<file path="src/rtl/flash_cmd_pkg.sv">
package flash_cmd_pkg;

  localparam logic [7:0]  CMD_KEY1   = 8'hAA;
  localparam logic [7:0]  CMD_KEY2   = 8'h55;
  localparam logic [7:0]  CMD_WRITE  = 8'hA0;
  localparam logic [7:0]  CMD_WIPE   = 8'h80;
  localparam logic [7:0]  CMD_SECTOR = 8'h30;
  localparam logic [7:0]  CMD_BLOCK  = 8'h50;
  localparam logic [7:0]  CMD_CHIP   = 8'h10;
  localparam logic [7:0]  CMD_PAUSE  = 8'hB0;
  localparam logic [7:0]  CMD_RESUME = 8'h30;

  localparam logic [14:0] LOC_KEY1 = 15'h5555;
  localparam logic [14:0] LOC_KEY2 = 15'h2AAA;

  typedef enum logic [2:0] {
    ST_READ, ST_K1, ST_K2, ST_PGM_ARG, ST_W1, ST_W2, ST_W3
  } seq_state_t;

  typedef enum logic [1:0] {
    EK_NONE = 2'd0, EK_SECT = 2'd1, EK_BLK = 2'd2, EK_CHIP = 2'd3
  } ekind_t;

  function automatic logic step_match(input logic [14:0] a, input logic [7:0] d,
                                      input logic [14:0] ea, input logic [7:0] ed);
    return (a == ea) && (d == ed);
  endfunction

endpackage

</file>
<file path="src/rtl/fsc_sync.sv">
module fsc_sync #(
  parameter int STAGES = 2
) (
  input  logic clk,
  input  logic rst_n,
  input  logic we_n,
  input  logic ce_n,
  input  logic oe_n,
  output logic wr_evt
);
  logic [STAGES-1:0] we_sh, ce_sh, oe_sh;
  logic              we_prev;

  always_ff @(posedge clk) begin
    if (!rst_n) begin
      we_sh   <= '1;
      ce_sh   <= '1;
      oe_sh   <= '1;
      we_prev <= 1'b1;
    end else begin
      we_sh   <= {we_sh[STAGES-2:0], we_n};
      ce_sh   <= {ce_sh[STAGES-2:0], ce_n};
      oe_sh   <= {oe_sh[STAGES-2:0], oe_n};
      we_prev <= we_sh[STAGES-1];
    end
  end

  // one event per falling strobe, only when selected and not reading
  assign wr_evt = we_prev & ~we_sh[STAGES-1] & ~ce_sh[STAGES-1] & oe_sh[STAGES-1];
endmodule

</file>
<file path="src/rtl/fsc_seq.sv">
module fsc_seq
  import flash_cmd_pkg::*;
(
  input  logic        clk,
  input  logic        rst_n,
  input  logic        wr_evt,
  input  logic [14:0] addr_lo,
  input  logic [7:0]  cmd,
  input  logic        wp_n,
  output logic        pgm_hit,
  output logic        ers_hit,
  output ekind_t      hit_kind,
  output logic        susp_hit,
  output logic        res_hit,
  output logic        wp_lock
);
  seq_state_t state, nxt;
  logic       key1_now;

  assign key1_now = step_match(addr_lo, cmd, LOC_KEY1, CMD_KEY1);

  always_comb begin
    nxt      = state;
    pgm_hit  = 1'b0;
    ers_hit  = 1'b0;
    susp_hit = 1'b0;
    res_hit  = 1'b0;
    hit_kind = EK_NONE;
    if (wr_evt) begin
      nxt = ST_READ;
      unique case (state)
        ST_READ: begin
          if (cmd == CMD_PAUSE)       susp_hit = 1'b1;
          else if (cmd == CMD_RESUME) res_hit  = 1'b1;
          else if (key1_now)          nxt      = ST_K1;
        end
        ST_K1: if (step_match(addr_lo, cmd, LOC_KEY2, CMD_KEY2)) nxt = ST_K2;
        ST_K2: begin
          if (step_match(addr_lo, cmd, LOC_KEY1, CMD_WRITE))     nxt = ST_PGM_ARG;
          else if (step_match(addr_lo, cmd, LOC_KEY1, CMD_WIPE)) nxt = ST_W1;
        end
        ST_PGM_ARG: pgm_hit = 1'b1;
        ST_W1: if (key1_now) nxt = ST_W2;
        ST_W2: if (step_match(addr_lo, cmd, LOC_KEY2, CMD_KEY2)) nxt = ST_W3;
        ST_W3: begin
          if (cmd == CMD_SECTOR) begin
            ers_hit = 1'b1; hit_kind = EK_SECT;
          end else if (cmd == CMD_BLOCK) begin
            ers_hit = 1'b1; hit_kind = EK_BLK;
          end else if (step_match(addr_lo, cmd, LOC_KEY1, CMD_CHIP)) begin
            ers_hit = 1'b1; hit_kind = EK_CHIP;
          end
        end
        default: nxt = ST_READ;
      endcase
    end
  end

  always_ff @(posedge clk) begin
    if (!rst_n) begin
      state   <= ST_READ;
      wp_lock <= 1'b0;
    end else begin
      state <= nxt;
      if (wr_evt && state == ST_READ && key1_now) wp_lock <= ~wp_n;
    end
  end
endmodule

</file>
<file path="src/rtl/fsc_erase_track.sv">
module fsc_erase_track (
  input  logic clk,
  input  logic rst_n,
  input  logic ers_go,
  input  logic susp_go,
  input  logic res_go,
  input  logic erase_done,
  output logic active,
  output logic suspended
);
  always_ff @(posedge clk) begin
    if (!rst_n) begin
      active    <= 1'b0;
      suspended <= 1'b0;
    end else if (ers_go) begin
      active    <= 1'b1;
      suspended <= 1'b0;
    end else if (erase_done) begin
      active    <= 1'b0;
      suspended <= 1'b0;
    end else if (susp_go) begin
      suspended <= 1'b1;
    end else if (res_go) begin
      suspended <= 1'b0;
    end
  end
endmodule

</file>
<file path="src/rtl/flash_cmd_decoder.sv">
module flash_cmd_decoder
  import flash_cmd_pkg::*;
#(
  parameter int ADDR_W      = 20,
  parameter int DATA_W      = 16,
  parameter int SYNC_STAGES = 2,
  parameter int SECT_W      = 11,
  parameter int BLK_W       = 15,
  parameter int PROT_W      = 13
) (
  input  logic              clk,
  input  logic              rst_n,
  input  logic              we_n,
  input  logic              ce_n,
  input  logic              oe_n,
  input  logic              wp_n,
  input  logic [ADDR_W-1:0] addr,
  input  logic [DATA_W-1:0] wdata,
  input  logic              erase_done,
  output logic              pgm_req,
  output logic [ADDR_W-1:0] pgm_addr,
  output logic [DATA_W-1:0] pgm_data,
  output logic              ers_req,
  output logic [1:0]        ers_kind,
  output logic [ADDR_W-1:0] ers_addr,
  output logic              susp_req,
  output logic              resume_req,
  output logic              erase_active,
  output logic              erase_suspended
);
  localparam logic [ADDR_W-1:0] SECT_MASK = {ADDR_W{1'b1}} << SECT_W;
  localparam logic [ADDR_W-1:0] BLK_MASK  = {ADDR_W{1'b1}} << BLK_W;

  logic   wr_evt, pgm_hit, ers_hit, susp_hit, res_hit, wp_lock;
  ekind_t hit_kind;
  logic   pgm_ok, ers_ok, susp_ok, res_ok;

  // EK_NONE stands for a single-word program
  function automatic logic in_guard(input ekind_t k, input logic [ADDR_W-1:0] a);
    case (k)
      EK_BLK:  return &a[ADDR_W-1:BLK_W];
      EK_CHIP: return 1'b1;
      default: return &a[ADDR_W-1:PROT_W];
    endcase
  endfunction

  function automatic logic [ADDR_W-1:0] erase_base(input ekind_t k, input logic [ADDR_W-1:0] a);
    case (k)
      EK_SECT: return a & SECT_MASK;
      EK_BLK:  return a & BLK_MASK;
      default: return '0;
    endcase
  endfunction

  fsc_sync #(.STAGES(SYNC_STAGES)) u_sync (
    .clk(clk), .rst_n(rst_n), .we_n(we_n), .ce_n(ce_n), .oe_n(oe_n), .wr_evt(wr_evt)
  );

  fsc_seq u_seq (
    .clk(clk), .rst_n(rst_n), .wr_evt(wr_evt), .addr_lo(addr[14:0]), .cmd(wdata[7:0]),
    .wp_n(wp_n), .pgm_hit(pgm_hit), .ers_hit(ers_hit), .hit_kind(hit_kind),
    .susp_hit(susp_hit), .res_hit(res_hit), .wp_lock(wp_lock)
  );

  fsc_erase_track u_trk (
    .clk(clk), .rst_n(rst_n), .ers_go(ers_ok), .susp_go(susp_ok), .res_go(res_ok),
    .erase_done(erase_done), .active(erase_active), .suspended(erase_suspended)
  );

  always_comb begin
    pgm_ok  = pgm_hit && (!erase_active || erase_suspended)
              && !(wp_lock && in_guard(EK_NONE, addr));
    ers_ok  = ers_hit && !erase_active && !(wp_lock && in_guard(hit_kind, addr));
    susp_ok = susp_hit && erase_active && !erase_suspended;
    res_ok  = res_hit && erase_suspended;
  end

  always_ff @(posedge clk) begin
    if (!rst_n) begin
      pgm_req    <= 1'b0;
      ers_req    <= 1'b0;
      susp_req   <= 1'b0;
      resume_req <= 1'b0;
      pgm_addr   <= '0;
      pgm_data   <= '0;
      ers_kind   <= 2'd0;
      ers_addr   <= '0;
    end else begin
      pgm_req    <= pgm_ok;
      ers_req    <= ers_ok;
      susp_req   <= susp_ok;
      resume_req <= res_ok;
      if (pgm_ok) begin
        pgm_addr <= addr;
        pgm_data <= wdata;
      end
      if (ers_ok) begin
        ers_kind <= hit_kind;
        ers_addr <= erase_base(hit_kind, addr);
      end
    end
  end
endmodule

</file>
<file path="config.mk">
export PLATFORM = sky130hd
export DESIGN_NAME = flash_cmd_decoder
export DESIGN_NICKNAME = d
export VERILOG_FILES = /design/src/rtl/flash_cmd_pkg.sv /design/src/rtl/fsc_sync.sv /design/src/rtl/fsc_seq.sv /design/src/rtl/fsc_erase_track.sv /design/src/rtl/flash_cmd_decoder.sv
export SDC_FILE = /design/constraint.sdc
export NUM_CORES = 1
export LEC_CHECK = 0
export BUFFER_PORTS_ARGS = -buffer_cell sky130_fd_sc_hd__clkbuf_2
export CORE_MARGIN = 1
export CORE_UTILIZATION = 49
export CTS_CLUSTER_DIAMETER = 100
export DETAILED_ROUTE_END_ITERATION = 12
export PLACE_DENSITY = 0.8
export SLEW_MARGIN = 20
export SYNTH_ARGS = -nofsm -noshare
export SYNTH_HDL_FRONTEND = slang
export SYNTH_SLANG_ARGS = --single-unit
</file>
<file path="constraint.sdc">
create_clock -name clk -period 3.15 [get_ports clk]
set_input_delay 0.63 -clock clk [delete_from_list [all_inputs] [get_ports clk]]
set_output_delay 0.63 -clock clk [all_outputs]
set_load 0.01 [all_outputs]
</file>
# Yosys cells after proc, flatten, opt, wreduce, memory -nomap -nowiden
# Index checks and enable logic that the tools add are counted.
[totals]
reg_bits = 75
latchBits = 0
ramBits = 0
rom_bits = 0
out_inout_bits = 64
elab_cells = 103
mem_count = 0
[op_classes]
addsub = 0
mul = 0
div_mod_pow = 0
n_lt_le_gt_ge = 0
n_eq_ne = 19
shifts = 0
n_mux = 34
bitwise_logic = 7
reduce_logical = 27
[ops]
columns = ["operator", "count"]
rows = [
  ["$pmux 20 s2", 1],
  ["$eq 8x8->1 const B", 4],
  ["$mux 1", 19],
  ["$mux 3", 6],
  ["$eq 8x7->1 const B", 2],
  ["$logic_and 1x1->1", 16],
  ["$eq 15x14->1 const B", 1],
  ["$eq 15x15->1 const B", 1],
  ["$pmux 3 s5", 1],
  ["$mux 2", 6],
  ["$eq 3x3->1 const B", 3],
  ["$eq 8x5->1 const B", 1],
  ["$eq 8x6->1 const B", 1],
  ["$reduce_and 7->1", 1],
  ["$eq 3x2->1 const B", 2],
  ["$reduce_and 5->1", 1],
  ["$eq 2x2->1 const B", 2],
  ["$logic_not 1->1", 4],
  ["$not 1->1", 4],
  ["$reduce_bool 2->1", 2],
  ["$and 1x1->1", 3],
  ["$eq 3x1->1 const B", 1],
  ["$logic_not 3->1", 1],
  ["$reduce_or 3->1", 1],
  ["3 further kinds", 3],
]

# Logic depth before layout (Yosys ltp)
# Gate-level depths: netlist of the first run.
[depth]
depth_word = 13
mapped_depth = 12
mapped_depth_nobuf = 11

# Hierarchy
# A second synthesis of the first run with hierarchy kept.
[hier_totals]
cells_unflattened = 327
area_unflattened_um2 = 2822.7
[by_module_without_submodules]
columns = ["module", "instances", "cells_each", "area_per_inst_um2", "seq_area_each_um2"]
rows = [
  ["flash_cmd_decoder", 1, 245, 2050.7, 1021.0],
  ["fsc_seq", 1, 60, 501.7, 80.1],
  ["fsc_sync", 1, 15, 196.4, 140.1],
  ["fsc_erase_track", 1, 7, 73.8, 40.0],
]

# Worst setup path before layout of the first run
# No wires, ideal clock.
[synth_path]
kind = "input port to flip-flop"
startpoint = "input wdata[1]"
endpoint = "register ers_addr[11]"
setup_time_ns = 0.072
t_arrival_ns = 2.772
t_required_ns = 3.078
path_slack_ns = 0.307
stages = 11
cell_sequence = "nor4b_2 > nand2_1 > or4_1 > inv_1 > ha_1 > a21oi_1 > o41a_1 > and3_1 > nand2_2 > buf_6 > mux2i_1"
[synth_between]
elab_chain_cells = 12
[synth_rtl]
columns = ["item", "line_no", "rtl"]
rows = [
  ["start: declaration", "flash_cmd_decoder.sv:18", "input logic [DATA_W-1:0] wdata,"],
  ["$eq 8x5->1", "flash_cmd_pkg.sv:26", "return (a == ea) && (d == ed);"],
  ["$logic_and 1x1->1", "flash_cmd_pkg.sv:26", ""],
  ["$mux 2", "fsc_seq.sv:50", "end else if (step_match(addr_lo, cmd, LOC_KEY1, CMD_CHIP)) begin"],
  ["$mux 2", "fsc_seq.sv:48", "end else if (cmd == CMD_BLOCK) begin"],
  ["$mux 2 *", "fsc_seq.sv:46", "if (cmd == CMD_SECTOR) begin"],
  ["$mux 2 *", "fsc_seq.sv:31", "unique case (state)"],
  ["$mux 2 *", "fsc_seq.sv:29", "if (wr_evt) begin"],
  ["via hit_kind[1]", "flash_cmd_decoder.sv:35", "ekind_t hit_kind;"],
  ["$eq 2x2->1, on equally long branches", "flash_cmd_decoder.sv:40, flash_cmd_decoder.sv:48", ""],
  ["$pmux 1 s2", "flash_cmd_decoder.sv:40", "case (k)"],
  ["$logic_and 1x1->1", "flash_cmd_decoder.sv:73", "ers_ok = ers_hit && !erase_active && !(wp_lock && in_guard(hit_kind, addr));"],
  ["$logic_not 1->1", "flash_cmd_decoder.sv:73", ""],
  ["$logic_and 1x1->1", "flash_cmd_decoder.sv:73", ""],
  ["end signal: assignment", "flash_cmd_decoder.sv:99", "ers_addr <= erase_base(hit_kind, addr);"],
  ["end: declaration", "flash_cmd_decoder.sv:25", "output logic [ADDR_W-1:0] ers_addr,"],
]
# The timed path passes the listed nets; every way through them passes the cells marked *.
# A chain may end at the register's enable or synchronous reset.

# Worst setup path in the final report of the first run
[layout_path]
startpoint = "register u_sync.ce_sh[1]"
endpoint = "register ers_addr[16]"
[layout_between]
elab_chain_cells = 9
[layout_rtl]
columns = ["item", "line_no", "rtl"]
rows = [
  ["start: declaration", "fsc_sync.sv:11", "logic [STAGES-1:0] we_sh, ce_sh, oe_sh;"],
  ["start signal: assignment", "fsc_sync.sv:22", "ce_sh <= {ce_sh[STAGES-2:0], ce_n};"],
  ["$not 1->1 *", "fsc_sync.sv:29", "assign wr_evt = we_prev & ~we_sh[STAGES-1] & ~ce_sh[STAGES-1] & oe_sh[STAGES-1];"],
  ["$and 1x1->1 * (2 in series)", "fsc_sync.sv:29", ""],
  ["$mux 2 *", "fsc_seq.sv:29", ""],
  ["via hit_kind[1]", "flash_cmd_decoder.sv:35", ""],
  ["$eq 2x2->1, on equally long branches", "flash_cmd_decoder.sv:40, flash_cmd_decoder.sv:48", ""],
  ["$pmux 1 s2", "flash_cmd_decoder.sv:40", ""],
  ["$logic_and 1x1->1", "flash_cmd_decoder.sv:73", ""],
  ["$logic_not 1->1", "flash_cmd_decoder.sv:73", ""],
  ["$logic_and 1x1->1", "flash_cmd_decoder.sv:73", ""],
]
# Marks and branches as above.

==> results.md, run 1 <==
- Detailed-route wire length: 6580 µm
- Power Dens Cells: 432.3 nW/µm²
- DR iter-0 viols: between 200 and 300
- Number of flops mapped to enable cells by yosys: 0
- Layout Area Growth over Synthesis: 25.14%
- Start-to-end type of the worst setup path: reg -> reg
- Worst slack at placement: -0.08146 ns
- Post-route setup slack: approximately 0.24 ns
- TritonCTS clock tree: yes
- Largest buffer count on any clock path: 2
- Largest area contributor in the netlist: sky130_fd_sc_hd__dfxtp_1
- Outcome: finished, final reports clean
- WHS: about 0.41 ns
- Final cell count without fillers: roughly 470
- Area of combinational cells with multiple inputs: 1403 µm²
- Launching point of the worst reg2reg path: u_sync.ce_sh[1]
- Worst-case register-to-register setup slack: between 0.2 and 0.25 ns
- Yosys synthesis warning count: 0
- Cell count after synthesis: about 290
- Total routing usage reported by global routing: a little under a quarter
- Netlist Area Pre-Place: between 2000 and 3000 µm²
- Total cell area at the placement stage: 3346 µm²
- Register-to-Register Path Depth: 10
- Number of maximum-capacitance violations: 0
- Synth Flop Type: sky130_fd_sc_hd__dfxtp_1
- Final net count: 442
- Final Critical Period: 2.912 ns
- Final setup fails: 0
- Biggest area contributors in the synthesized netlist: sky130_fd_sc_hd__dfxtp_1 45%, sky130_fd_sc_hd__mux2i_1 16%, sky130_fd_sc_hd__nor2_1 6.3%, sky130_fd_sc_hd__nand2_1 3.5%, sky130_fd_sc_hd__buf_4 2.9%
- Via density per instance: 5.144
- Register area: roughly 1300 µm²
- Die area: between 6000 and 7000 µm²
- Number of synthesized register bits: 64
- Most common cell after layout, fill and taps aside: sky130_fd_sc_hd__clkbuf_2
- Insertion delay of the later-clocked pin in the worst-skew pair: between 0.3 and 0.4 ns
- Unique masters post-synth: 46
- Area of the core: ~5500 µm²
- Ant. Diodes: 0
- Last weighted congestion value of the routability-driven placer: around 0.94
- Worst Hold End: u_sync.oe_sh[1]
- Buffers inserted by post-CTS timing repair: 0
- RSZ-0062 raised after global routing: false
- Port bufs: 95
- Clk slew on worst S/H paths: roughly 0.070 ns
- Worst rel slew slack: 44.04%
- Accumulated negative setup slack: 0 ns
- Clock H-tree levels: 3
- Min-Delay Startpoint: u_sync.oe_sh[0]
- I/O pin cnt: approximately 110
- Fin crit share: 92.44%
- Total vias in the final route: 2433
- Detailed placement HPWL: ~5000 µm
- Post-route antenna net violation count: 0
- Critical Path Sink Type: flop
- Effective utilization at floorplan: about half
- Maximum fanout along the worst path: 13
- Share of cells above drive strength 1: 32.92%
- Site Rows: 27
- Data required time at the worst endpoint: ~3.4 ns
- Clock root buffer: sky130_fd_sc_hd__clkbuf_8
- Sum of internal, switching and leakage power: roughly 1.5 mW
- Number of antenna violations at the first check in global routing: 0
- Leakage Power: ~1.5 nW
- Final number of max-transition violations: 0
- Worst min-delay path category: reg -> reg
- WP data arrival: between 3 and 4 ns
- Average cell area after synthesis: around 9.6 µm²
- Maximum vdd drop: 0.0003863 V
- Clock tree skew after final layout: about 0.0095 ns
- Number of global-route vias before repair: between 2000 and 2500
- Placed Cells: about 460
- Post-route DRC: 0
- First drt pass iteration count: 4
- Clock buffer count from CTS: 9
- Sequential share of the synthesized area: 45.49%
- Critical register-to-register path endpoint: ers_addr[16]
- Worst hold path stage count: 1
- Gr ovfl total: 0
- Sink count of the clock tree: between 60 and 70
- Pin count of the biggest net entering global routing: 37
- Design area: about 3500 µm²
- Routed length per instance: between 10 and 15 µm
- DIE WIDTH: ~78 µm
- Transition time at the pin with the least slew margin: ~0.84 ns
- Fraction of registers with async set or reset after synthesis: 0%
- Global-route wire length before repair: 10610 µm
- Core occupancy in the finished layout: between 60% and 70%
- Fillers: about 470
- Commonest non-fill, non-tap cells in the layout: 95 x sky130_fd_sc_hd__clkbuf_2, 64 x sky130_fd_sc_hd__dfxtp_1, 47 x sky130_fd_sc_hd__nor2_1
- Die Height: 77.82 µm
- Achievable clock frequency: roughly 340 MHz
- Hold Vio Cnt, Final: 0
- Startpoint type of the worst setup path: flop
- Area share of the largest cell type after synthesis: between 40 and 50%
## sequential cells by signal (all words and copies together) (netlist names), 2 cells and up
register	count
ers_kind	2
pgm_data	16
pgm_addr	20
ers_addr	9
u_sync.oe_sh	2
u_sync.we_sh	2
u_sync.ce_sh	2
u_seq.state	3
## cell type report
class	count	area share, %
well taps	72	2.556
inverters	3	0.3195
repair buffers	107	16.05
clock buffers	11	4.011
clock inverters	5	0.9230
flip-flops and latches	64	36.35
multi-input cells	211	39.79
## logic make-up (layout without fill, tap and decap cells)
logic type | after synthesis | count (layout) | share of synthesized area (%)
and+or+nand+nor | 129 | 129 | 24.83
buffers and inverters | 27 | 126 | 6.752
DFF | 64 | 64 | 45.49
other | 1 | 11 | 0.1331
muxes | 46 | 46 | 16.35
adders and majority gates | 3 | 3 | 1.333
AOI/OAI and AO/OA | 22 | 22 | 5.109
## Yosys cell counts (2+ instances only)
cell and number:
sky130_fd_sc_hd__nor4_1 2, sky130_fd_sc_hd__and2_1 3, sky130_fd_sc_hd__a21oi_1 8, sky130_fd_sc_hd__nor2b_1 3, sky130_fd_sc_hd__buf_2 2, sky130_fd_sc_hd__and4bb_2 4, sky130_fd_sc_hd__a31oi_1 2, sky130_fd_sc_hd__o21ai_0 4
sky130_fd_sc_hd__ha_1 3, sky130_fd_sc_hd__nand4_1 3, sky130_fd_sc_hd__nor2_1 47, sky130_fd_sc_hd__buf_8 2, sky130_fd_sc_hd__nor4b_1 2, sky130_fd_sc_hd__inv_1 2, sky130_fd_sc_hd__mux2i_1 46, sky130_fd_sc_hd__nand4b_1 3
sky130_fd_sc_hd__clkbuf_1 6, sky130_fd_sc_hd__nand2_1 26, sky130_fd_sc_hd__nor3b_1 2, sky130_fd_sc_hd__and3_1 3, sky130_fd_sc_hd__nand2b_1 10, sky130_fd_sc_hd__buf_6 3, sky130_fd_sc_hd__nand3_1 6, sky130_fd_sc_hd__dfxtp_1 64
sky130_fd_sc_hd__buf_4 11, sky130_fd_sc_hd__nor3_1 5
## worst max path at each step
stage                          startpoint              end  slack, ns  depth (start not counted)
after floorplan                  wdata[1]     ers_addr[11]       0.31                         11
after global placement           wdata[6]  u_trk.suspended       0.01                         11
after detailed placement         wdata[1]     ers_addr[16]      -0.08                         11
after CTS                 u_sync.ce_sh[1]     ers_addr[16]       0.15                         10
after global routing      u_sync.ce_sh[1]  u_trk.suspended       0.07                         10
final                     u_sync.ce_sh[1]     ers_addr[16]       0.24                         10
## worst max-delay path, cell delays in order (launching register included)
cell	delay [ns]
sky130_fd_sc_hd__dfxtp_1	0.31
sky130_fd_sc_hd__nand4bb_4	0.26
sky130_fd_sc_hd__or3_1	0.40
sky130_fd_sc_hd__or4_1	0.54
sky130_fd_sc_hd__inv_1	0.11
sky130_fd_sc_hd__ha_1	0.17
sky130_fd_sc_hd__a21oi_1	0.04
sky130_fd_sc_hd__o41a_1	0.32
sky130_fd_sc_hd__and3_1	0.24
sky130_fd_sc_hd__nand2_4	0.20
sky130_fd_sc_hd__mux2i_1	0.24
## metal layers
metal | share of wire (%) | up-vias | track usage, %
li1 | - | 1205 | -
met1 | 42 | 1128 | 27.53
met2 | 50 | 89 | 38.41
met3 | 5.8 | 11 | 4.588
met4 | 1.4 | 0 | 10.94
met5 | 0 | - | 0
## where the power goes
group          internal [mW]  switching (mW)
sequential             0.813         0.00201
clock                  0.304           0.310
combinational         0.0393          0.0554
total                   1.16           0.367
## repair_timing
item,in CTS,in global routing
endpoints found under the setup margin,0,1
resized for setup,0,1
hold buffers,0,0
No activity file was read; power rests on OpenSTA's default activity.
==> run 2, diff against run 1 <==
--- a/config.mk
+++ b/config.mk
@@ -5,12 +5,14 @@
 export SDC_FILE = /design/constraint.sdc
 export NUM_CORES = 1
 export LEC_CHECK = 0
+export ABC_AREA = 1
 export BUFFER_PORTS_ARGS = -buffer_cell sky130_fd_sc_hd__clkbuf_2
+export CAP_MARGIN = 30
 export CORE_MARGIN = 1
 export CORE_UTILIZATION = 49
 export CTS_CLUSTER_DIAMETER = 100
 export DETAILED_ROUTE_END_ITERATION = 12
-export PLACE_DENSITY = 0.8
+export PLACE_DENSITY = 0.79
 export SLEW_MARGIN = 20
 export SYNTH_ARGS = -nofsm -noshare
 export SYNTH_HDL_FRONTEND = slang
==> run 2 against run 1 <==
Synthesized cell count is 46% higher; fmax grew 13%; first-iteration DRC count is 29% lower; critical path type is now in -> reg.
==> results.md, run 2 <==
- Site Rows: 27
- Data required time at the worst endpoint: roughly 3.4 ns
- Beginning of the critical path: wdata[0]
- Detailed placement HPWL: 5211 µm
- Gr ovfl total: 0
- Clk slew on worst S/H paths: about 0.07 ns
- Commonest non-fill, non-tap cells in the layout: 100 x sky130_fd_sc_hd__nor2_1, 95 x sky130_fd_sc_hd__clkbuf_2, 66 x sky130_fd_sc_hd__nand2_1
- Clock buffer count from CTS: 9
- Hold Vio Cnt, Final: 0
- Post-route DRC: 0
- Total vias in the final route: between 2000 and 3000
- Largest area contributor in the netlist: sky130_fd_sc_hd__dfxtp_1
- Layout Area Growth over Synthesis: 21.69%
- Regs by FF count: pgm_addr: 20 flops, pgm_data: 16 flops, ers_addr: 9 flops
- Number of antenna violations at the first check in global routing: 0
- Number of global-route vias before repair: 2678
- Quantity of gates resized following cts: 0
- Start-to-end type of the worst setup path: in -> reg
- Number of synthesized register bits: 64
- DIE WIDTH: between 70 and 80 µm
- Ant. Diodes: 0
- Global-route wire length before repair: about 11000 µm
- Leakage Power: ~1.8 nW
- Transition time at the pin with the least slew margin: approximately 0.76 ns
- Final net count: roughly 570
- Insertion delay of the later-clocked pin in the worst-skew pair: 0.34 ns
- Maximum vdd drop: 0.0002238 V
- Fin crit share: 81.93%
- Port bufs: 95
- Synth Area in Adders: under 10%
- Most instantiated library cell after synthesis: sky130_fd_sc_hd__nor2_1
- Compound-gate portion of the synthesized area: roughly a tenth
- Share of cells above drive strength 1: a little over a quarter
- Fillers: 518
- Launching point of the worst reg2reg path: u_seq.state[1]
- Final setup fails: 0
- Critical Path Sink Type: flop
- Last weighted congestion value of the routability-driven placer: ~0.92
- Sink count of the clock tree: 64
- Final number of max-transition violations: 0
- TritonCTS clock tree: yes
- Effective utilization at floorplan: 52.34%
- Average cell area after synthesis: a little under 7 µm²
- Post-synthesis simple-gate area fraction: a little over a third
- Pin count of the biggest net entering global routing: 51
- Worst rel slew slack: a little under 50%
- Core occupancy in the finished layout: between 60 and 70%
- Clock H-tree levels: 3
- First drt pass iteration count: 4
- Post-route setup slack: 0.5692 ns
- Final Critical Period: 2.581 ns
- Number of flops mapped to enable cells by yosys: 0
- WHS: 0.4144 ns
- Clock root buffer: sky130_fd_sc_hd__clkbuf_8
- Biggest area contributors in the synthesized netlist: sky130_fd_sc_hd__dfxtp_1 43%, sky130_fd_sc_hd__nor2_1 13%, sky130_fd_sc_hd__nand2_1 8.3%, sky130_fd_sc_hd__nand3_1 5.4%, sky130_fd_sc_hd__inv_1 4.5%
- Yosys synthesis warning count: 0
- Detailed-route wire length: ~7000 µm
- Area share of the largest cell type after synthesis: 43.13%
- WP data arrival: 2.86 ns
- RSZ-0062 raised after global routing: false
- Startpoint type of the worst setup path: input pin
- Flip-flop count of the largest register after layout: 20
- Sequential share of the synthesized area: a little over two fifths
- Area of the core: roughly 5700 µm²
- Placed Cells: between 500 and 600
- Routed length per instance: 11.59 µm
- Largest buffer count on any clock path: 2
- Most common cell after layout, fill and taps aside: sky130_fd_sc_hd__nor2_1
- Via density per instance: around 5
- Cell count after synthesis: around 430
- Leading cell types by count after synthesis: 100 x sky130_fd_sc_hd__nor2_1, 66 x sky130_fd_sc_hd__nand2_1, 64 x sky130_fd_sc_hd__dfxtp_1
- Maximum fanout along the worst path: 10
- Worst min-delay path category: reg -> reg
- Number of hold buffers added after cts: 0
- Netlist Area Pre-Place: between 2000 and 3000 µm²
- Buffers inserted by post-CTS timing repair: 0
- Unique masters post-synth: 29
- Multiplexer fraction of the synthesized cell area: 0%
- Fraction of registers with async set or reset after synthesis: 0%
- Die Height: 79.86 µm
- Combinational family with the most area after synthesis: simple AND/OR/NAND/NOR gates
- I/O pin cnt: around 110
- Number of maximum-capacitance violations: 0
- Die area: 6378 µm²
- Power Dens Cells: roughly 420 nW/µm²
- Min-Delay Startpoint: u_sync.we_sh[0]
- Synth Flop Type: sky130_fd_sc_hd__dfxtp_1
- Accumulated negative setup slack: 0 ns
- Outcome: finished, final reports clean
- DR iter-0 viols: 178
- Total routing usage reported by global routing: a little under a quarter
- Achievable clock frequency: 387.5 MHz
- Register ranked first by flip-flop count: pgm_addr
- Clock tree skew after final layout: approximately 0.0077 ns
- XOR/XNOR Fraction of Synth Area: 0%
- Post-route antenna net violation count: 0
- Worst slack at placement: 0.2897 ns
- Final cell count without fillers: 597
==> run 2: cell types whose count changed after synthesis, moves of 18 or more <==
cell / delta
sky130_fd_sc_hd__nand2_1: +40
sky130_fd_sc_hd__inv_1: +34
sky130_fd_sc_hd__nor2_1: +53
sky130_fd_sc_hd__nand3_1: +26
sky130_fd_sc_hd__o21ai_0: +18
sky130_fd_sc_hd__mux2i_1: -46
==> run 2: metrics by stage <==
step,area [µm²],power [mW]
2_1_floorplan,3008,0.8939
3_3_place_gp,3442,0.9297
3_5_place_dp,3442,0.9315
4_1_cts,3615,1.546
5_1_grt,3615,1.600
6_report,3615,1.534
==> run 2: where the power goes <==
| group | internal (mW) | switching, mW | total [mW] |
|---|---|---|---|
| Sequential | 0.813 | 0.00110 | 0.814 |
| Clock | 0.322 | 0.298 | 0.619 |
| Combinational | 0.0357 | 0.0651 | 0.101 |
==> run 2: cells by family (layout without fill, tap and decap cells) <==
kind of cell               after synthesis  after routing
AOI/OAI and AO/OA                       58             58
adders and majority gates                3              3
buffers and inverters                   65            153
DFF                                     64             64
other                                    1             11
and+or+nand+nor                        236            236
==> run 2: final timing paths <==
kind | cells past startpoint | slack (ns) | to
worst min register to register | 1 | 0.41 | u_sync.we_sh[1]
worst min-delay path | 1 | 0.41 | u_sync.we_sh[1]
worst max-delay path | 17 | 0.57 | ers_addr[17]
worst max register to register | 14 | 0.79 | ers_addr[17]
==> run 2: metal layers <==
layer	part of all wire (%)	GRT usage, %	routed length (µm)	vias to the layer above
met3	7.3	7.200	505	10
met5	0	0	0	-
met1	45	27.74	3125	1311
met2	46	37.52	3197	102
li1	-	-	-	1517
met4	1.3	10.00	93	0
==> run 2: area by class of cell <==
class | instances | area [µm²] | area share, %
multi-input combinational | 308 | 1421 | 39.32
sequential | 64 | 1281 | 35.44
timing repair buffer | 97 | 490.5 | 13.57
inverter | 41 | 158.9 | 4.396
clock buffer | 12 | 155.1 | 4.292
tap | 72 | 90.09 | 2.492
clock inverter | 3 | 17.52 | 0.4846
==> run 2: critical path, cell delays in order <==
cell and delay (ns):
sky130_fd_sc_hd__clkbuf_2 0.12, sky130_fd_sc_hd__nor2_2 0.19, sky130_fd_sc_hd__nand3_1 0.10, sky130_fd_sc_hd__nor2_1 0.16
sky130_fd_sc_hd__nand3_1 0.15, sky130_fd_sc_hd__a21boi_1 0.29, sky130_fd_sc_hd__inv_1 0.08, sky130_fd_sc_hd__ha_1 0.22
sky130_fd_sc_hd__inv_1 0.06, sky130_fd_sc_hd__nand2_1 0.05, sky130_fd_sc_hd__nand3_1 0.07, sky130_fd_sc_hd__nand2_1 0.08
sky130_fd_sc_hd__a21oi_4 0.29, sky130_fd_sc_hd__nand2_4 0.14, sky130_fd_sc_hd__clkinv_4 0.10, sky130_fd_sc_hd__nor2_1 0.05
sky130_fd_sc_hd__nor2_2 0.07
==> run 3, diff against run 2 <==
--- a/config.mk
+++ b/config.mk
@@ -5,14 +5,14 @@
 export SDC_FILE = /design/constraint.sdc
 export NUM_CORES = 1
 export LEC_CHECK = 0
-export ABC_AREA = 1
+export ABC_AREA = 0
 export BUFFER_PORTS_ARGS = -buffer_cell sky130_fd_sc_hd__clkbuf_2
 export CAP_MARGIN = 30
 export CORE_MARGIN = 1
-export CORE_UTILIZATION = 49
+export CORE_UTILIZATION = 44
 export CTS_CLUSTER_DIAMETER = 100
 export DETAILED_ROUTE_END_ITERATION = 12
-export PLACE_DENSITY = 0.79
+export PLACE_DENSITY = 0.76
 export SLEW_MARGIN = 20
 export SYNTH_ARGS = -nofsm -noshare
 export SYNTH_HDL_FRONTEND = slang
==> constraint.sdc (replaced) <==
create_clock -name clk -period 2.09 [get_ports clk]
set_input_delay 0.418 -clock clk [delete_from_list [all_inputs] [get_ports clk]]
set_output_delay 0.418 -clock clk [all_outputs]
set_load 0.01 [all_outputs]
==> run 3 against run 2 <==
Register-to-register slack got worse by 1.3 ns; the run now ends with setup timing left; global-route usage grew 0.097 points; via count down 11%; combinational power is 77% higher; final cell count decreased by 14%; highest routed layer unchanged; critical path depth decreased by 7.
==> results.md, run 3 (synthesized netlist as in run 1, its figures left out) <==
- Flip-flop count of the largest register after layout: 20
- Start-to-end type of the worst setup path: reg -> reg
- Insertion delay of the later-clocked pin in the worst-skew pair: roughly 0.34 ns
- Maximum fanout along the worst path: 4
- Most common cell after layout, fill and taps aside: sky130_fd_sc_hd__clkbuf_2
- Post-route setup slack: -0.5317 ns
- Global-route wire length before repair: ~11000 µm
- Final number of max-transition violations: 0
- Routed length per instance: about 14 µm
- Design area: 3958 µm²
- Maximum vdd drop: approximately 0.00048 V
- Worst min-delay path category: in -> reg
- Hold Vio Cnt, Final: 0
- Leakage Power: ~1.8 nW
- Clock tree skew after final layout: around 0.0066 ns
- Gr ovfl total: 0
- Number of hold buffers added after cts: 0
- Register ranked first by flip-flop count: pgm_addr
- Final net count: about 480
- Detailed placement HPWL: 5570 µm
- Violations in the final reports: setup timing
- TritonCTS clock tree: yes
- Final Critical Period: 2.622 ns
- Clock buffer count from CTS: 9
- Outcome: complete, but fails checks
- Layout Area Growth over Synthesis: 40.52%
- Total vias in the final route: 2608
- Effective utilization at floorplan: between 40% and 50%
- Data required time at the worst endpoint: roughly 2.4 ns
- Sum of internal, switching and leakage power: 2.585 mW
- Highest metal layer with signal wires: met4
- Met2 Wirelength: 3566 µm
- Accumulated negative setup slack: -6.963 ns
- Post-route antenna net violation count: 0
- Largest buffer count on any clock path: 2
- Power Dens Cells: ~650 nW/µm²
- Detailed-route wire length: roughly 7400 µm
- Fin crit share: 125.4%
- RSZ-0062 raised after global routing: true
- Share of cells above drive strength 1: a little over two fifths
- Number of antenna violations at the first check in global routing: 0
- Final setup fails: 14
- Last weighted congestion value of the routability-driven placer: 0.8245
- Site Rows: 28
- Total cell area at the placement stage: 3627 µm²
- Number of maximum-capacitance violations: 0
- Number of global-route vias before repair: approximately 2500
- Clk slew on worst S/H paths: 0.07 ns
- Port bufs: 95
- Core occupancy in the finished layout: roughly two thirds
- Commonest non-fill, non-tap cells in the layout: 95 x sky130_fd_sc_hd__clkbuf_2, 63 x sky130_fd_sc_hd__dfxtp_1, 47 x sky130_fd_sc_hd__buf_4
- Total routing usage reported by global routing: between 20 and 25%
- Critical Path Sink Type: flop
- Ant. Diodes: 0
- WP data arrival: around 2.9 ns
- Achievable clock frequency: 381.4 MHz
- I/O pin cnt: 107
- Regs by FF count: pgm_addr: 20 flops, pgm_data: 16 flops, ers_addr: 9 flops
- Area of the core: a little over 6000 µm²
- DIE WIDTH: about 82 µm
- Worst slack at placement: -0.7514 ns
- Detailed-routing wirelength on met1: between 3000 and 4000 µm
- Via density per instance: around 5
- Startpoint type of the worst setup path: flop
- Sink count of the clock tree: between 60 and 70
- First drt pass iteration count: 4
- Met3 wire len: approximately 420 µm
- Pin count of the biggest net entering global routing: 25
- Post-route DRC: 0
- Clock H-tree levels: 3
- Clock root buffer: sky130_fd_sc_hd__clkbuf_8
- DR iter-0 viols: around 170
- Die Height: 82.01 µm
- Die area: about 6700 µm²
==> run 3: changes by cell type in the layout (fill, tap and decap cells not counted), sizes merged, moves of 5 or more <==
cell / change
nor2: -65
and4bb: +5
nand2: -41
or2: -9
a21oi: -11
buf: +46
nand3: -29
mux2i: +46
nand2b: +10
o21ai: -33
inv: -38
==> run 3: critical path, cell delays in order (launching register included) <==
cell                        delay, ns
sky130_fd_sc_hd__dfxtp_2         0.32
sky130_fd_sc_hd__nand4bb_4       0.21
sky130_fd_sc_hd__or3_4           0.36
sky130_fd_sc_hd__or4_4           0.55
sky130_fd_sc_hd__inv_4           0.08
sky130_fd_sc_hd__ha_4            0.13
sky130_fd_sc_hd__a21oi_2         0.03
sky130_fd_sc_hd__o41a_1          0.35
sky130_fd_sc_hd__and3_4          0.21
sky130_fd_sc_hd__a21bo_2         0.22
sky130_fd_sc_hd__a21oi_2         0.10
==> run 3: power breakdown <==
part           leakage, nW  switching, mW  internal [mW]
Combinational         1.13         0.0952         0.0843
Clock                0.112          0.481          0.697
Sequential           0.516        0.00254           1.23
==> run 3: final timing paths <==
kind,start,endpoint,slack [ns],cells past startpoint
setup / recovery,u_sync.ce_sh[1],ers_kind[0],-0.53,10
hold / removal,we_n,u_sync.we_sh[0],0.25,2
setup reg to reg,u_sync.ce_sh[1],ers_kind[0],-0.53,10
hold reg to reg,u_sync.oe_sh[0],u_sync.oe_sh[1],0.41,1
==> run 3: metal layers <==
metal | track usage (%) | up-vias
met2 | 37.27 | 87
met3 | 6.333 | 18
met1 | 28.63 | 1223
met4 | 10.35 | 0
met5 | 0 | -
li1 | - | 1280
==> run 3: timing repair <==
item | in CTS | in global routing
setup buffers | 3 | 0
resized for setup | 15 | 1
cloned | 1 | 0
endpoints found under the setup margin | 14 | 14
pin swaps | 2 | 0
==> run 3: final cells by class <==
| type | instances | area, µm² |
|---|---|---|
| tap | 75 | 93.84 |
| inverter | 3 | 13.76 |
| timing repair buffer | 143 | 848.3 |
| clock inverter | 6 | 82.58 |
| sequential | 64 | 1282 |
| clock buffer | 10 | 137.6 |
| fill | 512 | 2103 |
| multi-input combinational | 212 | 1499 |
==> run 3: stage by stage <==
stage / cells / hold slack [ns]
6_report: 513 / 0.2517
3_5_place_dp: 493 / 0.3917
5_1_grt: 513 / 0.2565
2_1_floorplan: 302 / 0.3863
3_3_place_gp: 493 / 0.3929
4_1_cts: 513 / 0.2465
